[src/rtl/irqsrc_pkg.sv]
// Package: shared types for the interrupt source controller.
// Assumes: nothing beyond IEEE 1800-2017 packed types.
package irqsrc_pkg;

    // Configuration command codes carried on cfg_op
    typedef enum logic [1:0] {
        CFG_SET = 2'd0,
        CFG_GET = 2'd1,
        CFG_OFF = 2'd2,
        CFG_ON  = 2'd3
    } cfg_op_e;

    // Which kind of work the engine does in a given cycle
    typedef enum logic [1:0] {
        ACT_NONE = 2'd0,
        ACT_CFG  = 2'd1,
        ACT_SCAN = 2'd2,
        ACT_LINE = 2'd3
    } act_e;

    // Per-source status flags
    typedef struct packed {
        logic mpend;     // message fired while masked
        logic asserted;  // level line last seen high
        logic sent;      // level offer outstanding
        logic rejected;  // offer handed back, waiting for a scan
    } src_stat_t;

endpackage

[src/rtl/irqsrc_pick.sv]
// Module: irqsrc_pick
// Finds the lowest-numbered set bit of a request vector.
// Assumes: N >= 1; idx is meaningless when any is low.
module irqsrc_pick #(
    parameter int N     = 16,
    parameter int IDX_W = 4
) (
    input  logic [N-1:0]     req,
    output logic             any,
    output logic [IDX_W-1:0] idx
);

    // Scan from the top down so the lowest set bit is the last one written
    always_comb begin
        any = 1'b0;
        idx = '0;
        for (int k = N - 1; k >= 0; k--) begin
            if (req[k]) begin
                any = 1'b1;
                idx = IDX_W'(k);
            end
        end
    end

endmodule

[src/rtl/irqsrc_entry.sv]
// Module: irqsrc_entry
// State of one interrupt source: target, priority, remembered priority,
// status flags and the captured message edge. It applies the reject and
// end-of-interrupt strobes itself and the engine's decisions as commands.
// Assumes: at most one engine action per cycle targets this entry.
module irqsrc_entry
    import irqsrc_pkg::*;
#(
    parameter int SRV_W  = 4,
    parameter int PRIO_W = 8
) (
    input  logic              clk,
    input  logic              rst_n,
    input  logic              is_level,
    input  logic              line,
    input  logic              rej_hit,
    input  logic              eoi_hit,
    input  logic              upd_cfg,
    input  logic [SRV_W-1:0]  new_server,
    input  logic [PRIO_W-1:0] new_prio,
    input  logic [PRIO_W-1:0] new_saved,
    input  logic              act_offer,
    input  logic              act_take_line,
    input  logic              act_clr_rej,
    input  logic              act_set_mpend,
    input  logic              act_clr_mpend,
    input  logic              act_clr_fire,
    output logic [SRV_W-1:0]  server,
    output logic [PRIO_W-1:0] prio,
    output logic [PRIO_W-1:0] saved,
    output src_stat_t         eff_stat,
    output logic              fire_pend,
    output logic              line_evt
);

    src_stat_t stat_q;
    logic      line_q;

    // Status as seen by the engine, with this cycle's strobes already folded in
    always_comb begin
        eff_stat          = stat_q;
        eff_stat.sent     = stat_q.sent & ~rej_hit & ~(eoi_hit & is_level);
        eff_stat.rejected = stat_q.rejected | rej_hit;
    end

    // A level source needs attention when its line differs from the recorded state
    assign line_evt = is_level & (line != stat_q.asserted);

    // Configuration fields
    always_ff @(posedge clk) begin
        if (!rst_n) begin
            server <= '0;
            prio   <= '1;
            saved  <= '1;
        end else if (upd_cfg) begin
            server <= new_server;
            prio   <= new_prio;
            saved  <= new_saved;
        end
    end

    // Status flags
    always_ff @(posedge clk) begin
        if (!rst_n) begin
            stat_q <= '0;
        end else begin
            stat_q.asserted <= act_take_line ? line : stat_q.asserted;
            stat_q.sent     <= (act_offer & is_level) ? 1'b1 : eff_stat.sent;
            stat_q.rejected <= act_clr_rej ? 1'b0 : eff_stat.rejected;
            if (act_set_mpend) begin
                stat_q.mpend <= 1'b1;
            end else if (act_clr_mpend) begin
                stat_q.mpend <= 1'b0;
            end
        end
    end

    // Message edge capture; a new edge wins over the clear of an older one
    always_ff @(posedge clk) begin
        if (!rst_n) begin
            line_q    <= 1'b0;
            fire_pend <= 1'b0;
        end else begin
            line_q <= line;
            if (line & ~line_q & ~is_level) begin
                fire_pend <= 1'b1;
            end else if (act_clr_fire) begin
                fire_pend <= 1'b0;
            end
        end
    end

endmodule

[src/rtl/irqsrc_ctrl.sv]
// Module: irqsrc_ctrl (top)
// Source layer of an interrupt controller. A single engine does at most one
// piece of offer-capable work per cycle, in this priority order: a
// configuration command, one step of a resend scan, then the lowest-index
// pending line event. Rejects and end-of-interrupt strobes update status
// every cycle regardless of the engine.
// Assumes: the offer stage follows valid/ready; strobes last one cycle.
module irqsrc_ctrl
    import irqsrc_pkg::*;
#(
    parameter int NUM_SRC     = 16,
    parameter int NUM_SERVERS = 3,
    parameter int SRV_W       = 4,
    parameter int PRIO_W      = 8,
    parameter int NUM_W       = 12,
    parameter int BASE        = 16
) (
    input  logic               clk,
    input  logic               rst_n,
    input  logic [NUM_SRC-1:0] line_in,
    input  logic [NUM_SRC-1:0] src_is_level,
    input  logic               resend_req,
    input  logic               reject_valid,
    input  logic [NUM_W-1:0]   reject_num,
    input  logic               eoi_valid,
    input  logic [NUM_W-1:0]   eoi_num,
    input  logic               cfg_valid,
    output logic               cfg_ready,
    input  logic [1:0]         cfg_op,
    input  logic [NUM_W-1:0]   cfg_num,
    input  logic [SRV_W-1:0]   cfg_server,
    input  logic [PRIO_W-1:0]  cfg_prio,
    output logic               cfg_done,
    output logic               cfg_err,
    output logic [SRV_W-1:0]   cfg_rd_server,
    output logic [PRIO_W-1:0]  cfg_rd_prio,
    output logic               offer_valid,
    input  logic               offer_ready,
    output logic [SRV_W-1:0]   offer_server,
    output logic [NUM_W-1:0]   offer_num,
    output logic [PRIO_W-1:0]  offer_prio,
    output logic               scan_busy
);

    localparam int                IDX_W    = (NUM_SRC > 1) ? $clog2(NUM_SRC) : 1;
    localparam logic [PRIO_W-1:0] MASKED   = '1;
    localparam logic [NUM_W-1:0]  BASE_N   = NUM_W'(BASE);
    localparam logic [NUM_W-1:0]  CNT_N    = NUM_W'(NUM_SRC);
    localparam logic [SRV_W:0]    SRV_LIM  = (SRV_W + 1)'(NUM_SERVERS);
    localparam logic [IDX_W-1:0]  LAST_IDX = IDX_W'(NUM_SRC - 1);

    // Per-source state gathered from the entries
    logic [SRV_W-1:0]  e_server [NUM_SRC];
    logic [PRIO_W-1:0] e_prio   [NUM_SRC];
    logic [PRIO_W-1:0] e_saved  [NUM_SRC];
    src_stat_t         e_stat   [NUM_SRC];
    logic [NUM_SRC-1:0] e_fire;
    logic [NUM_SRC-1:0] e_lvl_evt;

    // Scan control
    logic [IDX_W-1:0] scan_idx;
    logic             scan_again;

    // Engine signals
    logic             slot_free;
    logic             cfg_take;
    logic [NUM_W-1:0] cfg_off;
    logic             cfg_in_range;
    logic             srv_ok;
    logic             cfg_ok;
    logic             cfg_mutate;
    cfg_op_e          op;
    logic             pick_any;
    logic [IDX_W-1:0] pick_idx;
    act_e             act;
    logic [IDX_W-1:0] sel;

    // Selected source view and computed updates
    logic              s_lvl;
    src_stat_t         s_st;
    logic [SRV_W-1:0]  s_srv;
    logic [PRIO_W-1:0] s_prio;
    logic [PRIO_W-1:0] s_saved;
    logic [SRV_W-1:0]  n_srv;
    logic [PRIO_W-1:0] n_prio;
    logic [PRIO_W-1:0] n_saved;
    logic [PRIO_W-1:0] eff_prio;
    logic [SRV_W-1:0]  eff_srv;
    logic              asrt_v;
    logic              lvl_go;
    logic              do_offer;
    logic              d_take_line;
    logic              d_clr_rej;
    logic              d_set_mp;
    logic              d_clr_mp;
    logic              d_clr_fire;

    // Command decode and acceptance
    always_comb begin
        op           = cfg_op_e'(cfg_op);
        slot_free    = !offer_valid || offer_ready;
        cfg_take     = cfg_valid && slot_free;
        cfg_off      = cfg_num - BASE_N;
        cfg_in_range = (cfg_num >= BASE_N) && (cfg_off < CNT_N);
        srv_ok       = ({1'b0, cfg_server} < SRV_LIM);
        cfg_ok       = cfg_take && cfg_in_range && ((op != CFG_SET) || srv_ok);
        cfg_mutate   = cfg_ok && (op != CFG_GET);
    end

    assign cfg_ready = slot_free;

    irqsrc_pick #(
        .N     (NUM_SRC),
        .IDX_W (IDX_W)
    ) u_pick (
        .req (e_fire | e_lvl_evt),
        .any (pick_any),
        .idx (pick_idx)
    );

    // Choose this cycle's work and the source it concerns
    always_comb begin
        act = ACT_NONE;
        sel = cfg_off[IDX_W-1:0];
        if (cfg_ok) begin
            act = ACT_CFG;
        end else if (slot_free && !cfg_take && scan_busy) begin
            act = ACT_SCAN;
            sel = scan_idx;
        end else if (slot_free && !cfg_take && pick_any) begin
            act = ACT_LINE;
            sel = pick_idx;
        end
    end

    // Read the selected source
    always_comb begin
        s_lvl   = src_is_level[sel];
        s_st    = e_stat[sel];
        s_srv   = e_server[sel];
        s_prio  = e_prio[sel];
        s_saved = e_saved[sel];
    end

    // Field values a configuration command would write
    always_comb begin
        n_srv   = s_srv;
        n_prio  = s_prio;
        n_saved = s_saved;
        case (op)
            CFG_SET: begin
                n_srv   = cfg_server;
                n_prio  = cfg_prio;
                n_saved = cfg_prio;
            end
            CFG_OFF: begin
                n_prio  = MASKED;
                n_saved = s_prio;
            end
            CFG_ON: begin
                n_prio  = s_saved;
                n_saved = s_saved;
            end
            default: ;
        endcase
    end

    // Offer decision for the selected source
    always_comb begin
        do_offer    = 1'b0;
        d_take_line = 1'b0;
        d_clr_rej   = 1'b0;
        d_set_mp    = 1'b0;
        d_clr_mp    = 1'b0;
        d_clr_fire  = 1'b0;
        eff_prio    = (act == ACT_CFG && cfg_mutate) ? n_prio : s_prio;
        eff_srv     = (act == ACT_CFG && cfg_mutate) ? n_srv  : s_srv;
        asrt_v      = (act == ACT_LINE && s_lvl) ? line_in[sel] : s_st.asserted;
        lvl_go      = s_lvl && (eff_prio != MASKED) && asrt_v && !s_st.sent;
        case (act)
            ACT_CFG: begin
                if (cfg_mutate) begin
                    if (s_lvl) begin
                        do_offer = lvl_go;
                    end else if (s_st.mpend && (n_prio != MASKED)) begin
                        d_clr_mp = 1'b1;
                        do_offer = 1'b1;
                    end
                end
            end
            ACT_SCAN: begin
                if (s_lvl) begin
                    do_offer = lvl_go;
                end else if (s_st.rejected) begin
                    d_clr_rej = 1'b1;
                    do_offer  = (s_prio != MASKED);
                end
            end
            ACT_LINE: begin
                if (s_lvl) begin
                    d_take_line = 1'b1;
                    do_offer    = lvl_go;
                end else begin
                    d_clr_fire = 1'b1;
                    if (s_prio == MASKED) begin
                        d_set_mp = 1'b1;
                    end else begin
                        do_offer = 1'b1;
                    end
                end
            end
            default: ;
        endcase
    end

    // One entry per source
    for (genvar i = 0; i < NUM_SRC; i++) begin : g_src
        logic hit;
        logic rej_hit;
        logic eoi_hit;

        assign hit     = (act != ACT_NONE) && (sel == IDX_W'(i));
        assign rej_hit = reject_valid && (reject_num == BASE_N + NUM_W'(i));
        assign eoi_hit = eoi_valid && (eoi_num == BASE_N + NUM_W'(i));

        irqsrc_entry #(
            .SRV_W  (SRV_W),
            .PRIO_W (PRIO_W)
        ) u_entry (
            .clk           (clk),
            .rst_n         (rst_n),
            .is_level      (src_is_level[i]),
            .line          (line_in[i]),
            .rej_hit       (rej_hit),
            .eoi_hit       (eoi_hit),
            .upd_cfg       (hit && cfg_mutate),
            .new_server    (n_srv),
            .new_prio      (n_prio),
            .new_saved     (n_saved),
            .act_offer     (hit && do_offer),
            .act_take_line (hit && d_take_line),
            .act_clr_rej   (hit && d_clr_rej),
            .act_set_mpend (hit && d_set_mp),
            .act_clr_mpend (hit && d_clr_mp),
            .act_clr_fire  (hit && d_clr_fire),
            .server        (e_server[i]),
            .prio          (e_prio[i]),
            .saved         (e_saved[i]),
            .eff_stat      (e_stat[i]),
            .fire_pend     (e_fire[i]),
            .line_evt      (e_lvl_evt[i])
        );
    end

    // Offer register: load a new offer or drop the taken one
    always_ff @(posedge clk) begin
        if (!rst_n) begin
            offer_valid  <= 1'b0;
            offer_server <= '0;
            offer_num    <= '0;
            offer_prio   <= '0;
        end else if (do_offer) begin
            offer_valid  <= 1'b1;
            offer_server <= eff_srv;
            offer_num    <= BASE_N + NUM_W'(sel);
            offer_prio   <= eff_prio;
        end else if (offer_ready) begin
            offer_valid  <= 1'b0;
        end
    end

    // Configuration response, one cycle after acceptance
    always_ff @(posedge clk) begin
        if (!rst_n) begin
            cfg_done      <= 1'b0;
            cfg_err       <= 1'b0;
            cfg_rd_server <= '0;
            cfg_rd_prio   <= '0;
        end else begin
            cfg_done      <= cfg_take;
            cfg_err       <= cfg_take && !cfg_ok;
            cfg_rd_server <= (cfg_ok && op == CFG_GET) ? s_srv  : '0;
            cfg_rd_prio   <= (cfg_ok && op == CFG_GET) ? s_prio : '0;
        end
    end

    // Resend scan sequencing, with one queued restart
    always_ff @(posedge clk) begin
        if (!rst_n) begin
            scan_busy  <= 1'b0;
            scan_idx   <= '0;
            scan_again <= 1'b0;
        end else if (act == ACT_SCAN) begin
            if (scan_idx == LAST_IDX) begin
                scan_busy  <= scan_again || resend_req;
                scan_again <= 1'b0;
                scan_idx   <= '0;
            end else begin
                scan_idx <= scan_idx + 1'b1;
                if (resend_req) begin
                    scan_again <= 1'b1;
                end
            end
        end else if (resend_req) begin
            if (scan_busy) begin
                scan_again <= 1'b1;
            end else begin
                scan_busy <= 1'b1;
                scan_idx  <= '0;
            end
        end
    end

endmodule

[config.mk]
export PLATFORM = sky130hd
export DESIGN_NAME = irqsrc_ctrl
export DESIGN_NICKNAME = d
export VERILOG_FILES = /design/src/rtl/irqsrc_pkg.sv /design/src/rtl/irqsrc_pick.sv /design/src/rtl/irqsrc_entry.sv /design/src/rtl/irqsrc_ctrl.sv
export SDC_FILE = /design/constraint.sdc
export NUM_CORES = 1
export LEC_CHECK = 0
export ABC_AREA = 0
export CAP_MARGIN = 20
export CORE_MARGIN = 1
export CORE_UTILIZATION = 40
export CTS_CLUSTER_SIZE = 14
export DETAILED_ROUTE_END_ITERATION = 10
export PLACE_DENSITY = 0.61
export SLEW_MARGIN = 10
export SYNTH_ARGS = -nofsm -noshare
export SYNTH_HDL_FRONTEND = slang
export SYNTH_SLANG_ARGS = --single-unit
[constraint.sdc]
create_clock -name clk -period 6.2 [get_ports clk]
set_clock_uncertainty 0.1 [all_clocks]
set_input_delay 1.24 -clock clk [delete_from_list [all_inputs] [get_ports clk]]
set_output_delay 1.24 -clock clk [all_outputs]
set_load 0.005 [all_outputs]
==> results.yml, run 1 <==
timing:
  period_minus_slack_ns: 6.065
  period_share: 0.9783
  fmax_mhz: 164.9
  finalHoldViolations: 0
  relSlewSlack: 0.3124
  final_max_slew_viol_count: 0
  setup_viol: 0
  tightest_slew_ns: 1.031
  rsz0062_at_grt: "no"
drt:
  drtAntennaViolNets: 0
  num_vias: 21650
  routed_wl_um: 81890
  viasPerCell: 5.895
  drtIter0Drc: 2376
  wl_per_cell_um: 22.30
  dr.pass1.iters: 6
  drc: 0
layout:
  final_cells: 3672
  drive_gt1_frac: 0.1405
  finalNetCount: 3030
  area_growth_syn_to_layout_pct: 22.45
  design_area_um2: 26630
clock_network:
  cts_sinks: 454
  root_buffer: "clkbuf_16"
  cts_tree: "yes"
  clock_tree.buffer_depth: 3
  cts_buffers: 48
  postCtsSetupBuffers: 0
  cts_hold_buf: 0
  clk_pin_slew_ns: 0.06
  insertion_delay_ns: 0.61
  h-tree-depth: 2
worst_setup_path:
  cp-start-kind: "input pin"
  cp.arrival_ns: 6.49
  worst-path-max-fanout: 10
  critical_path_class: "input pin to register"
  cp.required_ns: 6.63
  end_kind: "register"
grt:
  grt.busiest_layer: "met2"
  antenna_found_initial: 0
  use_met1: 0.3918
  globalRouteTotalUtil: 0.2897
  met3_usage: 0.04057
  grt_max_degree: 195
  globalRouteOverflowTotal: 0
  grt_util_met2: 0.4619
  grt_pass1_vias: 20280
  grt_pass1_wl_um: 124500
power_and_ir_drop:
  p_per_area_nw_per_um2: 297.2
  p_total_w: 0.007915
  power_leakage_nw: 11.55
  ir_drop_v: 0.0001895
yosys:
  synth-seq-area-share: 0.4179
  yosysUniqueCellTypes: 94
  ys_top_cells_by_area: "dfxtp_1 42%, nand2_1 11%, o211ai_1 9.0%, nor2_1 4.4%, a21oi_1 4.0%"
  ys_ff_latch: 454
  yosysWarnings: 0
  synth_async_sr_flop_share: 0
  syn_area_um2: 21750
  synth.avg_cell_area_um2: 7.918
  synthFlopType: "dfxtp_1"
  synth_cells: 2747
  yosys.area.top_type: "dfxtp_1"
  synth_edf_count: 0
  synth_top_area_share: 0.4179
run_status:
  status: "finished clean"
floorplan:
  initial_utilization: 0.4042
  die_x_um: 235.2
  rows: 85
  core-area_um2: 53810
  ios: 130
  die_h_um: 235.2
  dieArea_um2: 55310
placement:
  postPlaceCellArea_um2: 24980
  port_buffers: 122
  dp.cells: 3586
  gp_congestion: 0.9603
  hpwl_um: 55780
job:
  max_cap_violations: 0
worst_hold_path:
  hold_class: "register to register"
==> cell usage after synthesis, drive strengths merged (7+ instances only) <==
library cell	n
nand2	624
dfxtp	454
o211ai	263
nor2	260
a21oi	182
clkbuf	174
nand3	119
o21ai	103
mux2i	86
buf	75
a31oi	37
nor3	30
and2	27
a22oi	22
nand4	20
and3	16
nor4	16
xor2	16
a211oi	15
a21o	13
a311oi	12
o21bai	11
mux4	10
a221oi	9
o21a	9
a22o	8
nor2b	8
inv	7
nand2b	7
o2bb2ai	7
o31ai	7
==> routing by layer <==
layer	vias to the layer above	wire, µm
li1	10150	-
met4	0	3433
met5	-	0
met2	968	36900
met3	192	5961
met1	10340	35600
==> flip-flops by register name, summed over array words and instances, names as in the netlist <==
name / count
g_src.u_entry.saved: 128
offer_server: 4
g_src.u_entry.stat_q: 32
cfg_err: 1
offer_num: 5
offer_valid: 1
g_src.u_entry.eff_stat: 32
scan_busy: 1
scan_idx: 4
cfg_rd_server: 4
g_src.u_entry.server: 64
g_src.u_entry.fire_pend: 16
offer_prio: 8
cfg_rd_prio: 8
scan_again: 1
cfg_done: 1
g_src.u_entry.line_q: 16
g_src.u_entry.prio: 128
==> cell type report <==
class	instances	area [µm²]
Timing Repair Buffer	386	3408
Clock buffer	64	1351
Tap cell	696	870.8
Clock inverter	21	282.8
Inverter	8	31.28
Antenna cell	1	2.502
Multi-Input combinational cell	2042	11600
Sequential cell	454	9089
Fill cell	5109	27180
==> worst paths after layout <==
kind                                                   start              end  slack, ns  cells past startpoint
worst max-delay path                              line_in[1]    offer_prio[1]       0.13                     18
worst min-delay path                         offer_server[3]  offer_server[3]       0.37                      2
worst max register to register  g_src[1].u_entry.eff_stat[2]    offer_prio[1]       0.87                     17
worst min register to register               offer_server[3]  offer_server[3]       0.37                      2
==> stage by stage <==
| step | setup WS, ns | hold WS [ns] | util | TNS (ns) |
|---|---|---|---|---|
| after floorplan | 0.7778 | 0.3456 | - | 0 |
| after global placement | -0.3641 | 0.3462 | 0.4642 | -13.79 |
| after detailed placement | -0.3431 | 0.3550 | 0.4642 | -12.28 |
| after CTS | 0.2482 | 0.3683 | 0.4946 | 0 |
| after global routing | 0.01160 | 0.3786 | 0.4948 | 0 |
| final | 0.1347 | 0.3722 | 0.4949 | 0 |
==> critical path, cell delays in order <==
cell,delay (ns)
clkdlybuf4s50_1,0.44
xor2_1,0.15
a21oi_1,0.22
nand4_1,0.24
or4_1,0.74
a21o_4,0.33
and2_2,0.32
nor3_1,0.53
a22oi_1,0.19
nand4_1,0.32
buf_4,0.20
o21ai_0,0.07
o21ai_1,0.28
nor4_4,0.11
a21oi_1,0.32
a2bb2oi_1,0.39
buf_12,0.19
mux2i_1,0.19
==> layout by cell type (no fill, tap or decap), types with 12 or more instances in the layout <==
cell type	count
nor3_1	28
nand2_2	12
nand4_1	19
nor2_1	257
clkdlybuf4s50_1	121
o21ai_1	19
and2_1	26
o211ai_1	262
o21ai_0	83
mux2i_1	86
clkbuf_16	48
a22oi_1	21
dfxtp_1	454
a31oi_1	35
buf_4	248
nand3_1	118
xor2_1	16
nor4_1	14
a311oi_1	12
nand2_1	612
buf_12	16
a21oi_1	173
a21o_1	12
and3_1	16
a211oi_1	14
==> where the power goes <==
group / internal (W) / total, W / switching [W]
registers: 0.00297 / 0.00302 / 0.0000420
clock network: 0.00178 / 0.00303 / 0.00125
logic: 0.000741 / 0.00187 / 0.00113
total: 0.00550 / 0.00791 / 0.00242
==> cells by family after synthesis <==
group | after synthesis | synth area share
DFF | 454 | 0.4179
AOI/OAI and AO/OA | 749 | 0.2360
muxes | 102 | 0.05304
adders and majority gates | 1 | 0.0005752
xor gates and xnor gates | 17 | 0.006846
buffers and inverters | 257 | 0.05477
other | 1 | 0.0001724
and+or+nand+nor | 1166 | 0.2307
==> repair_timing <==
action / in CTS / in global routing
resized for setup: 0 / 2
endpoints found under the hold margin: 0 / 0
setup endpoints to repair: 0 / 12
Power figures use the tool's default switching activity.
==> run 2, diff against run 1 <==
- DONT_BUFFER_PORTS: unset -> 1
- PLACE_DENSITY: 0.61 -> 0.58
- SKIP_LAST_GASP: unset -> 1
==> run 2 against run 1 <==
The flow now finishes with violations (DRC); non-clock buffer count shrank 259; register-to-register slack lost 0.41 ns; clock power grew 5%; count of clock-buffer cells in the layout unchanged; critical path depth shrank 2; power shrank 3.2%; critical path type unchanged.
==> results.yml, run 2 (synthesis results as in run 1) <==
placement:
  hpwl_um: 52840
  port_buffers: 0
  gp_congestion: 0.9727
  pre_cts_ws_ns: -0.2054
  dp.cells: 3327
floorplan:
  die_x_um: 235.2
  initial_utilization: 0.4042
  ios: 130
  core-area_um2: 53810
  dieArea_um2: 55310
  die_h_um: 235.2
  rows: 85
power_and_ir_drop:
  power_frac_seq: 0.394
  clkPwrFrac: 0.414
  p_comb_frac: 0.192
  swShare: 0.3066
  p_per_area_nw_per_um2: 315.2
  power.switching_w: 0.002350
  power_leakage_nw: 10.41
  p_total_w: 0.007664
  ir_drop_v: 0.0002234
  internal-power_w: 0.005314
worst_setup_path:
  r2r-start: "g_src[1].u_entry.eff_stat[2]"
  reg2reg_setup_slack_ns: 0.46
  worstReg2RegEnd: "g_src[13].u_entry.stat_q[1]"
  cp.arrival_ns: 6.35
  crit_top_cell: "a21oi_1"
  worst-path-max-fanout: 24
  reg2reg_depth: 16
  critPathTopFamily: "simple AND/OR/NAND/NOR gates"
  cpPeakStageDelay_ns: 0.82
  path_buf_inv: 1
  crit_chain: "xor2_1 > a21oi_1 > nand4_1 > or4_1 > a21o_4 > and2_2 > buf_4 > nor2_2 > a2111oi_0 > nor3_1 > nand3_1 > o2bb2ai_1 > nor4_4 > a21oi_1 > o2bb2ai_4 > o22ai_1"
  end_kind: "register"
  cp-start-kind: "input pin"
  cp_slowest_cell: "or4_1"
  cp.required_ns: 6.55
  critical_path_class: "input pin to register"
run_status:
  violations: "DRC"
  status: "finished with violations"
clock_network:
  postCtsSetupBuffers: 0
  cts_sinks: 454
  cts_tree: "yes"
  root_buffer: "clkbuf_16"
  insertion_delay_ns: 0.62
  cts_hold_buf: 0
  clk_pin_slew_ns: 0.07
  h-tree-depth: 2
  cts_resized: 0
  clock_tree.buffer_depth: 3
  cts_buffers: 51
layout:
  utilization: 0.4518
  diodes: 0
  final_common_cell: "nand2_1"
  drive_gt1_frac: 0.1041
  finalNetCount: 2774
  area_growth_syn_to_layout_pct: 11.79
  top_regs: "g_src.u_entry.prio: 128 flops, g_src.u_entry.saved: 128 flops, g_src.u_entry.server: 64 flops"
  final_cell_mix: "610 x nand2_1, 454 x dfxtp_1, 262 x o211ai_1"
  final_cells: 3414
drt:
  drtIter0Drc: 2139
  drc: 2
  num_vias: 20690
  routed_wl_um: 80570
  drtAntennaViolNets: 0
  wl_per_cell_um: 23.60
  viasPerCell: 6.061
  dr.pass1.iters: 8
timing:
  tightest_slew_ns: 1.146
  period_share: 0.9680
  relSlewSlack: 0.2357
  layout_setup_ws_ns: 0.1986
  rsz0062_at_grt: "no"
  period_minus_slack_ns: 6.001
  final_max_slew_viol_count: 0
  setup_viol: 0
  finalHoldViolations: 0
  fmax_mhz: 166.6
grt:
  grt_pass1_vias: 19200
  grt_pass1_wl_um: 121200
  antenna_found_initial: 0
  globalRouteTotalUtil: 0.2834
  grt_max_degree: 362
  globalRouteOverflowTotal: 0
worst_hold_path:
  min_from: "g_src[1].u_entry.stat_q[0]"
  hold_class: "register to register"
  hold_path_depth: 2
  holdPathEnd: "g_src[1].u_entry.stat_q[0]"
job:
  max_cap_violations: 0
-- run 2: cell types whose count changed in the layout (fill, tap and decap cells not counted), sizes merged --
cell / change
clkdlybuf4s50: -121
clkinvlp: +3
buf: -138
diode: -1
clkinv: -2
bufinv: +1
-- run 2: how the worst max path moves through the flow --
stage          startpoint                       endpoint  slack (ns)  cells past startpoint
3_5_place_dp   line_in[1]    g_src[13].u_entry.stat_q[1]       -0.21                     16
5_1_grt        line_in[1]    g_src[13].u_entry.stat_q[1]        0.05                     16
2_1_floorplan  line_in[1]  g_src[13].u_entry.eff_stat[3]        0.78                     19
3_3_place_gp   line_in[1]    g_src[13].u_entry.stat_q[1]       -0.05                     15
6_report       line_in[1]    g_src[13].u_entry.stat_q[1]        0.20                     16
4_1_cts        line_in[1]    g_src[13].u_entry.stat_q[1]        0.44                     16
-- run 2: routing by layer --
layer,wire [µm],track usage,part of all wire
met1,34180,0.3668,0.42
met2,36710,0.4607,0.46
met3,5867,0.04561,0.073
met4,3820,0.1340,0.047
met5,0,0,0
-- run 2: final cells by class --
class | count | area [µm²]
clock buffers | 64 | 1385
clock inverters | 23 | 346.6
fillers | 5227 | 29500
inverters | 8 | 31.28
multi-input cells | 2042 | 11590
flip-flops and latches | 454 | 9089
well taps | 696 | 870.8
repair buffers | 127 | 1003
-- run 2: tightest hold or removal path: stages, from the launching register on --
cell and delay [ns]:
dfxtp_1 0.30, inv_1 0.05, a221oi_1 0.06
-- run 2: metrics by stage --
stage | setup TNS (ns) | hold slack, ns | cell area, µm²
2_1_floorplan | 0 | 0.3456 | 21770
4_1_cts | 0 | 0.3731 | 24310
3_5_place_dp | -3.530 | 0.3618 | 22580
5_1_grt | 0 | 0.4004 | 24310
3_3_place_gp | -0.4955 | 0.3558 | 22580
6_report | 0 | 0.3717 | 24310
-- run 2: power groups by stage --
stage	Combinational (W)	Clock (W)	Sequential [W]
final	0.00147	0.00317	0.00302
after floorplan	0.000984	0	0.00307
after global placement	0.00143	0	0.00308
after detailed placement	0.00143	0	0.00308
after global routing	0.00155	0.00333	0.00302
after CTS	0.00144	0.00321	0.00302
